--- src/rtl/lpc_pkg.sv ---
package lpc_pkg;
  typedef enum logic [1:0] {ST_RUN, ST_SLEEP, ST_STOP, ST_WAKE} lpc_state_e;
  typedef enum logic [1:0] {EK_INT, EK_EVT, EK_EVT_SEV} lpc_kind_e;
  localparam int unsigned MODE_W = 3;
  localparam logic [MODE_W-1:0] MODE_STOP = 3'b001;
endpackage

--- src/rtl/lpc_entry_qual.sv ---
module lpc_entry_qual
  import lpc_pkg::*;
#(
  parameter int unsigned N_IRQ = 8,
  parameter int unsigned N_EVT = 4,
  parameter int unsigned N_WK  = 8
) (
  input  logic              wfi_i,
  input  logic              wfe_i,
  input  logic              isr_ret_i,
  input  logic              deep_en_i,
  input  logic              exit_sleep_en_i,
  input  logic              sev_pend_en_i,
  input  logic [MODE_W-1:0] mode_sel_i,
  input  logic [N_IRQ-1:0]  irq_pend_i,
  input  logic [N_EVT-1:0]  evt_pend_i,
  input  logic [N_WK-1:0]   wk_flag_i,
  output lpc_kind_e         kind_o,
  output logic              go_stop_o,
  output logic              go_sleep_o,
  output logic              abort_o
);
  logic has_req, blocked, stop_sel, ok;

  // Strobe priority: WFI, then WFE, then handler return
  always_comb begin
    has_req = 1'b0;
    kind_o  = EK_INT;
    if (wfi_i) begin
      has_req = 1'b1;
      kind_o  = EK_INT;
    end else if (wfe_i) begin
      has_req = 1'b1;
      kind_o  = sev_pend_en_i ? EK_EVT_SEV : EK_EVT;
    end else if (isr_ret_i && exit_sleep_en_i) begin
      has_req = 1'b1;
      kind_o  = EK_INT;
    end
  end

  assign blocked    = (kind_o == EK_INT) ? (|irq_pend_i) : (|evt_pend_i);
  assign stop_sel   = deep_en_i && (mode_sel_i == MODE_STOP);
  assign ok         = has_req && !blocked;
  assign abort_o    = ok && stop_sel && (|wk_flag_i);
  assign go_stop_o  = ok && stop_sel && !(|wk_flag_i);
  assign go_sleep_o = ok && !stop_sel;
endmodule

--- src/rtl/lpc_wake_sel.sv ---
module lpc_wake_sel
  import lpc_pkg::*;
#(
  parameter int unsigned N_WK = 8
) (
  input  lpc_kind_e       kind_i,
  input  logic [N_WK-1:0] wk_line_i,
  input  logic [N_WK-1:0] wk_int_mode_i,
  input  logic [N_WK-1:0] wk_evt_mode_i,
  input  logic [N_WK-1:0] irq_en_i,
  output logic            hit_o
);
  logic [N_WK-1:0] line_ok;

  for (genvar i = 0; i < N_WK; i++) begin : g_line
    always_comb begin
      unique case (kind_i)
        EK_EVT:     line_ok[i] = wk_line_i[i] && wk_evt_mode_i[i];
        EK_EVT_SEV: line_ok[i] = wk_line_i[i] && wk_int_mode_i[i];
        default:    line_ok[i] = wk_line_i[i] && wk_int_mode_i[i] && irq_en_i[i];
      endcase
    end
  end

  assign hit_o = |line_ok;
endmodule

--- src/rtl/lpc_rdy_track.sv ---
module lpc_rdy_track (
  input  logic clk_i,
  input  logic rst_ni,
  input  logic active_i,
  input  logic osc_rdy_i,
  input  logic reg_rdy_i,
  input  logic flash_rdy_i,
  output logic all_o
);
  logic osc_seen, reg_seen, flash_seen;
  logic osc_ok, reg_ok, flash_ok;

  assign osc_ok   = osc_seen || osc_rdy_i;
  assign reg_ok   = reg_seen || reg_rdy_i;
  assign flash_ok = flash_seen || (flash_rdy_i && reg_ok);
  assign all_o    = active_i && osc_ok && flash_ok;

  always_ff @(posedge clk_i or negedge rst_ni) begin
    if (!rst_ni) begin
      osc_seen   <= 1'b0;
      reg_seen   <= 1'b0;
      flash_seen <= 1'b0;
    end else if (!active_i) begin
      osc_seen   <= 1'b0;
      reg_seen   <= 1'b0;
      flash_seen <= 1'b0;
    end else begin
      osc_seen   <= osc_ok;
      reg_seen   <= reg_ok;
      flash_seen <= flash_ok;
    end
  end
endmodule

--- src/rtl/lpc_ctrl.sv ---
module lpc_ctrl
  import lpc_pkg::*;
#(
  parameter int unsigned N_IRQ = 8,
  parameter int unsigned N_EVT = 4,
  parameter int unsigned N_WK  = 8
) (
  input  logic              clk_i,
  input  logic              rst_ni,
  input  logic              wfi_i,
  input  logic              wfe_i,
  input  logic              isr_ret_i,
  input  logic              deep_en_i,
  input  logic              exit_sleep_en_i,
  input  logic              sev_pend_en_i,
  input  logic [2:0]        mode_sel_i,
  input  logic [N_IRQ-1:0]  irq_pend_i,
  input  logic [N_EVT-1:0]  evt_pend_i,
  input  logic [N_WK-1:0]   wk_flag_i,
  input  logic [N_WK-1:0]   wk_line_i,
  input  logic [N_WK-1:0]   wk_int_mode_i,
  input  logic [N_WK-1:0]   wk_evt_mode_i,
  input  logic [N_WK-1:0]   irq_en_i,
  input  logic              osc_rdy_i,
  input  logic              reg_rdy_i,
  input  logic              flash_rdy_i,
  output logic              clk_stop_o,
  output logic              osc_off_o,
  output logic              sleep_o,
  output logic              wake_done_o,
  output logic              entry_abort_o
);
  lpc_state_e state_q, state_d;
  lpc_kind_e  kind_q, kind_new;
  logic       go_stop, go_sleep, abort_req, wake_hit, rdy_all;
  logic       done_q, abort_q;

  lpc_entry_qual #(.N_IRQ(N_IRQ), .N_EVT(N_EVT), .N_WK(N_WK)) u_qual (
    .wfi_i(wfi_i), .wfe_i(wfe_i), .isr_ret_i(isr_ret_i),
    .deep_en_i(deep_en_i), .exit_sleep_en_i(exit_sleep_en_i),
    .sev_pend_en_i(sev_pend_en_i), .mode_sel_i(mode_sel_i),
    .irq_pend_i(irq_pend_i), .evt_pend_i(evt_pend_i), .wk_flag_i(wk_flag_i),
    .kind_o(kind_new), .go_stop_o(go_stop), .go_sleep_o(go_sleep),
    .abort_o(abort_req)
  );

  lpc_wake_sel #(.N_WK(N_WK)) u_wsel (
    .kind_i(kind_q), .wk_line_i(wk_line_i), .wk_int_mode_i(wk_int_mode_i),
    .wk_evt_mode_i(wk_evt_mode_i), .irq_en_i(irq_en_i), .hit_o(wake_hit)
  );

  lpc_rdy_track u_rdy (
    .clk_i(clk_i), .rst_ni(rst_ni), .active_i(state_q == ST_WAKE),
    .osc_rdy_i(osc_rdy_i), .reg_rdy_i(reg_rdy_i), .flash_rdy_i(flash_rdy_i),
    .all_o(rdy_all)
  );

  always_comb begin
    state_d = state_q;
    unique case (state_q)
      ST_RUN: begin
        if (go_stop)       state_d = ST_STOP;
        else if (go_sleep) state_d = ST_SLEEP;
      end
      ST_SLEEP: if (wake_hit) state_d = ST_RUN;
      ST_STOP:  if (wake_hit) state_d = ST_WAKE;
      ST_WAKE:  if (rdy_all)  state_d = ST_RUN;
      default:  state_d = ST_RUN;
    endcase
  end

  always_ff @(posedge clk_i or negedge rst_ni) begin
    if (!rst_ni) begin
      state_q <= ST_RUN;
      kind_q  <= EK_INT;
      done_q  <= 1'b0;
      abort_q <= 1'b0;
    end else begin
      state_q <= state_d;
      if (state_q == ST_RUN && (go_stop || go_sleep)) kind_q <= kind_new;
      done_q  <= (state_q == ST_WAKE) && rdy_all;
      abort_q <= (state_q == ST_RUN) && abort_req;
    end
  end

  assign clk_stop_o    = (state_q == ST_STOP) || (state_q == ST_WAKE);
  assign osc_off_o     = (state_q == ST_STOP);
  assign sleep_o       = (state_q == ST_SLEEP);
  assign wake_done_o   = done_q;
  assign entry_abort_o = abort_q;
endmodule

--- config.mk ---
export PLATFORM = sky130hd
export DESIGN_NAME = lpc_ctrl
export DESIGN_NICKNAME = d
export VERILOG_FILES = /design/src/rtl/lpc_pkg.sv /design/src/rtl/lpc_entry_qual.sv /design/src/rtl/lpc_wake_sel.sv /design/src/rtl/lpc_rdy_track.sv /design/src/rtl/lpc_ctrl.sv
export SDC_FILE = /design/constraint.sdc
export NUM_CORES = 1
export LEC_CHECK = 0
export BUFFER_PORTS_ARGS = -buffer_cell sky130_fd_sc_hd__buf_2
export CAP_MARGIN = 20
export CELL_PAD_IN_SITES_DETAIL_PLACEMENT = 1
export CELL_PAD_IN_SITES_GLOBAL_PLACEMENT = 1
export CORE_ASPECT_RATIO = 0.9
export CORE_MARGIN = 5
export CORE_UTILIZATION = 24
export CTS_CLUSTER_DIAMETER = 60
export DETAILED_ROUTE_END_ITERATION = 10
export GPL_ROUTABILITY_DRIVEN = 0
export GPL_TIMING_DRIVEN = 0
export PLACE_DENSITY_LB_ADDON = 0.1
export SYNTH_ARGS = -nofsm -noshare
export SYNTH_HDL_FRONTEND = slang
export SYNTH_SLANG_ARGS = --single-unit
--- constraint.sdc ---
create_clock -name clk_i -period 3.7 [get_ports clk_i]
set_input_delay 0.74 -clock clk_i [delete_from_list [all_inputs] [get_ports clk_i]]
set_output_delay 0.74 -clock clk_i [all_outputs]
set_load 0.005 [all_outputs]
## Yosys cells after proc, flatten, opt, wreduce, memory -nomap -nowiden

Index checks and enable logic that the tools add are counted.

- Add/sub/neg operators: 0
- $mul: 0
- Div/mod/pow operators: 0
- $lt $le $gt $ge: 0
- Equal/unequal tests: 10
- Shift operators: 0
- Muxes and demuxes: 24
- Bitwise gates (word level): 0
- Reduce and logical (&&, ||, !) cells: 52

Operators with widths:

| cell | count |
|---|---|
| 1-bit logical AND | 37 |
| 8-bit OR reduction | 3 |
| 2-bit 2-to-1 mux | 8 |
| 1-bit one-hot mux with 2 select lines | 8 |
| 2-bit one-hot mux with 4 select lines | 1 |
| 1-bit 2-to-1 mux | 7 |
| 2-bit equality test (second input constant) | 3 |
| 1-bit logical OR | 5 |
| 2-bit by 1-bit equality test with 1-bit output (second input constant) | 2 |
| 2-bit logical NOT | 2 |
| 2-bit by 1-bit inequality test with 1-bit output (second input constant) | 2 |
| 4-bit AND reduction | 1 |
| 4-bit OR reduction | 1 |
| 3-bit by 1-bit equality test with 1-bit output (second input constant) | 1 |
| 1-bit logical NOT | 3 |
| 3-bit inequality test (second input constant) | 1 |
| 2-bit inequality test (second input constant) | 1 |

- Flip-flop bits (word level): 9
- Bits in latches: 0
- Bits in writable memories: 0
- Memory bits (read-only): 0
- Bits of input ports: 66
- Output and inout bits: 5
- Word-level logic and storage cells: 93
- Memories kept: 0

## Logic depth before layout (Yosys ltp)

- Depth after elaboration: 11
- Gate-level depth with buffers: 8
- Mapped depth without buffers: 7

## Cells and area by module

Synthesis repeated with hierarchy kept, for this count alone.

- Cell total of the unflattened synthesis: 86
- Area, all modules: 804.5 um^2

By module, submodules not included:

| module | times used | cells each | area an instance (um^2) | seq. area each (um^2) |
|---|---|---|---|---|
| lpc_ctrl | 1 | 23 | 275.3 | 150.1 |
| lpc_wake_sel | 1 | 36 | 254.0 | 0.0 |
| lpc_entry_qual | 1 | 18 | 157.7 | 0.0 |
| lpc_rdy_track | 1 | 9 | 117.6 | 75.1 |

## Worst setup path before layout

OpenSTA, ideal clock, no wires.

- Path type: input-to-reg
- Start point: input irq_pend_i[1]
- End point: register kind_q[0]
- Library setup time: 0.125 ns
- Data arrival time: 1.588 ns
- Data required time: 3.575 ns
- Slack: 1.987 ns
- Cell stages on the path: 5
- Path buffers: 0
- Cell sequence: nor4_1 a21oi_1 nor3_2 nand3b_1 mux2i_1

- Word-level cells in the longest chain between the ends: 8
- Elaborated cells between the ends (all ways): 9
- Those cells by class: mux (1); reduce/logical (8)

RTL lines:

| what | RTL line | source |
|---|---|---|
| start, declared | lpc_ctrl.sv:17 | `input logic [N_IRQ-1:0] irq_pend_i,` |
| 8-bit OR reduction * | lpc_entry_qual.sv:41 | `assign blocked = (kind_o == EK_INT) ? (\|irq_pend_i) : (\|evt_pend_i);` |
| 1-bit 2-to-1 mux * | lpc_entry_qual.sv:41 |  |
| 1-bit logical NOT * | lpc_entry_qual.sv:43 | `assign ok = has_req && !blocked;` |
| 1-bit logical AND * | lpc_entry_qual.sv:43 |  |
| 1-bit logical AND (2 in a row) | lpc_entry_qual.sv:45 | `assign go_stop_o = ok && stop_sel && !(\|wk_flag_i);` |
| 1-bit logical OR * | lpc_ctrl.sv:80 | `if (state_q == ST_RUN && (go_stop \|\| go_sleep)) kind_q <= kind_new;` |
| 1-bit logical AND * | lpc_ctrl.sv:80 |  |
| end signal, assigned | lpc_ctrl.sv:80 |  |
| end, declared | lpc_ctrl.sv:34 | `lpc_kind_e kind_q, kind_new;` |

Every way passes the cells marked *; elsewhere a longest branch is shown, timed or not.
A chain may end at the register's enable or synchronous reset.

## Worst setup path after layout

- Start point: register kind_q[0]
- End point: register state_q[1]

- Word-level cells in the longest chain between the ends: 5
- Elaborated cells between the ends (all ways): 14
- Those cells by class: eq/ne (4); mux (8); reduce/logical (2)

RTL lines:

| what | RTL line | source |
|---|---|---|
| 2-bit equality test or 2-bit by 1-bit equality test with 1-bit output (tied branches) | lpc_wake_sel.sv:17 | `unique case (kind_i)` |
| 1-bit one-hot mux with 2 select lines | lpc_wake_sel.sv:17 |  |
| 8-bit OR reduction * | lpc_wake_sel.sv:25 | `assign hit_o = \|line_ok;` |
| 2-bit by 1-bit inequality test with 1-bit output (no line) | n/a |  |
| 4-bit AND reduction (no line) * | n/a |  |
| end signal, assigned | lpc_ctrl.sv:79 | `state_q <= state_d;` |
| end, declared | lpc_ctrl.sv:33 | `lpc_state_e state_q, state_d;` |

Marks and branches as above.

==> key figures <==
GRT
  – Number of global-route vias before repair: 1,037
  – Number of antenna violations at the first check in global routing: 0
  – Overall overflow remaining after global route: 0
  – Maximum number of pins on one net before global-route repair: 11
  – Total global routing track utilization: 12.6%
  – Wire length of the first global-routing pass: 4.33 mm

Power and ir drop
  – Static leakage power: 0.620 nW
  – Max rail drop VDD: 0.110 mV
  – Cell area power density: 257 nW/um^2

Outcome
  – Result of the run: completed

Clock network
  – Clock slew at the register clock pins of the worst setup and hold paths: approximately 0.060 ns
  – Number of buffers created by CTS: 3
  – # resized after CTS: 0
  – Maximum clock insertion buffer count: 2
  – Number of buffers inserted for hold repair after clock tree synthesis: 0
  – CTS Sinks: 9
  – Clock tree from TritonCTS: built
  – Number of levels the H-tree was split into: 1
  – Number of setup buffers added after CTS: 0
  – Insertion delay to the later sink of the worst-skew pair: 0.26 ns
  – Buffer type at the clock tree root: clkbuf_4

Worst setup path
  – Required @ worst endpoint: 3.85 ns
  – Type of element launching the critical path: flip-flop
  – Type of the setup path with the least slack: reg -> reg
  – Setup crit end kind: flip-flop
  – Top fanout value on the critical path: 7
  – Endpoint arrival time on the critical path: between 2 and 2.5 ns
  – Reg2Reg Depth: 7

STA
  – Final-report hold violation count: 0
  – Rel. slew slack: between 70% and 80%
  – Final Max Tran Viols: 0
  – Tightest Pin Transition: 0.366 ns
  – Hold_ws: 0.318 ns
  – Post-route clock period utilization: a little over half
  – Setup violators final: 0
  – RSZ-0062 raised after global routing: no
  – Top achievable clock speed: 519 MHz
  – Post-Route Skew: between 0.002 and 0.0025 ns
  – Clock period minus final worst setup slack: 1.93 ns
  – Total Neg Setup Slack: 0 ns

Layout
  – Fraction of final layout cells sized beyond drive strength 1: 46.5%
  – ANT cells: 0
  – Total number of nets in the final design: 239
  – Fillers: 415
  – Layout overhead on the synthesized area: 57.9%

Route
  – Average detailed-routed wire length per instance: 12.3 um
  – Via density per instance: 4.62
  – Post-Route WL: 2.60 mm
  – Iter 0 DRT Violations: 17
  – 1st-pass router iterations: 2
  – Via total after detailed routing: 980
  – Post-route antenna net violation count: 0
  – Detailed-route DRC error count: 0

Place
  – DPL Wire Length: 2.37 mm
  – IO buf count: 70

Synth
  – Cell variety after synth: 28
  – Cell area after synthesis: approximately 740 um^2
  – Synthesized area per cell: approximately 7.7 um^2
  – Syn. warnings: 0
  – Share of the yosys chip area belonging to registers: 30.4%
  – Mapped Cells: 96
  – Number of synthesized register bits: 9
  – Post-synthesis net count: around 160

Worst hold path
  – Worst hold path class: in -> async

Job
  – Max Cap Violations: 0

Floorplan
  – Cell row count: 19
  – Die footprint: approximately 4300 um^2
  – I/O Pins: 71
  – Die Y: ~63 um
  – Initial cell density of the core: 24.5%
  – Chip Width: 68.6 um
  – Core Box Area: 3020 um^2
metal layers:
| metal | wire, um | GRT usage (%) |
|---|---|---|
| met1 | 958 | 14.7 |
| met2 | 1410 | 22.5 |
| met3 | 224 | 3.24 |
| met4 | 10 | 2.23 |
| met5 | 0 | 0 |
critical path, cell delays in order, from the launching register on:
cell and delay [ns]:
dfrtp_1 0.35, inv_1 0.06, ha_1 0.39, o21ai_0 0.24
a221oi_2 0.09, nor4_1 0.31, nand3_1 0.16, a31o_1 0.22
cell families after synthesis:
group / share of synthesized area [%]
DFF: 30.4
muxes: 4.05
AOI/OAI and AO/OA: 22.3
buffers and inverters: 8.78
and+or+nand+nor: 31.1
adders and majority gates: 3.38
final cells by class:
type / count / area, um^2 / share of cell area [%]
flip-flops and latches: 9 / 225 / 19.3
inverters: 12 / 45.0 / 3.85
repair buffers: 70 / 350 / 29.9
multi-input cells: 72 / 450 / 38.5
well taps: 42 / 52.6 / 4.49
clock buffers: 4 / 26.3 / 2.25
plain buffers: 3 / 20.0 / 1.71
path summary, 6_finish.rpt:
kind,slack (ns),end,startpoint
worst min register to register,0.49,u_rdy.osc_seen,u_rdy.osc_seen
worst max-delay path,1.77,state_q[1],kind_q[0]
worst max register to register,1.77,state_q[1],kind_q[0]
max in group asynchronous,3.20,kind_q[0],rst_ni
min in group clk_i,0.49,u_rdy.osc_seen,u_rdy.osc_seen
worst min-delay path,0.32,u_rdy.flash_seen,rst_ni
state kept, by name, summed over array words and instances (netlist names):
register	count
kind_q	2
state_q	2
entry_abort_o	1
u_rdy.flash_seen	1
u_rdy.osc_seen	1
u_rdy.reg_seen	1
wake_done_o	1
power by group:
group          switching, mW  internal, mW
sequential           0.00305         0.103
clock                 0.0325        0.0414
combinational         0.0618        0.0597
total                 0.0973         0.204
per-stage QoR:
step           instance area [um^2]  instances  util [%]  power (mW)  setup slack, ns
2_1_floorplan                   741         96         -       0.175             1.99
3_3_place_gp                   1140        208      37.9       0.227             1.75
3_5_place_dp                   1140        208      37.9       0.231             1.67
4_1_cts                        1170        212      38.7       0.309             1.72
5_1_grt                        1170        212      38.7       0.327             1.56
6_report                       1170        212      38.7       0.301             1.77
cell usage after synthesis, drive strengths merged:
| library cell | instances | area share, % |
|---|---|---|
| nand3 | 2 | 1.4 |
| nor3 | 1 | 1.4 |
| nor2b | 3 | 2.5 |
| dfrtp | 9 | 30 |
| nor2 | 6 | 3.0 |
| nor4bb | 1 | 1.4 |
| nand3b | 1 | 1.0 |
| nand2b | 1 | 0.85 |
| and3b | 1 | 1.2 |
| buf | 2 | 2.2 |
| nor4 | 7 | 6.8 |
| clkbuf | 1 | 0.51 |
| ha | 2 | 3.4 |
| a31o | 1 | 1.2 |
| a211oi | 2 | 2.0 |
| and2b | 1 | 1.0 |
| nor3b | 1 | 1.0 |
| mux2i | 3 | 4.1 |
| a221oi | 7 | 10 |
| nand2 | 19 | 9.6 |
| inv | 12 | 6.1 |
| a21oi | 3 | 2.0 |
| a22oi | 1 | 1.0 |
| o21ai | 9 | 6.1 |
cell usage in the layout (no fill, tap or decap), drive strengths merged:
cell / instances
clkbuf: 5
and2b: 1
nor4: 7
nand2: 19
a22oi: 1
nor3: 1
a211oi: 2
nor4bb: 1
nor2b: 3
inv: 12
ha: 2
nor3b: 1
nor2: 6
mux2i: 3
a221oi: 7
nand3: 2
buf: 72
a21oi: 3
o21ai: 9
a31o: 1
nand3b: 1
dfrtp: 9
and3b: 1
nand2b: 1
No activity file was read; power rests on OpenSTA's default activity.
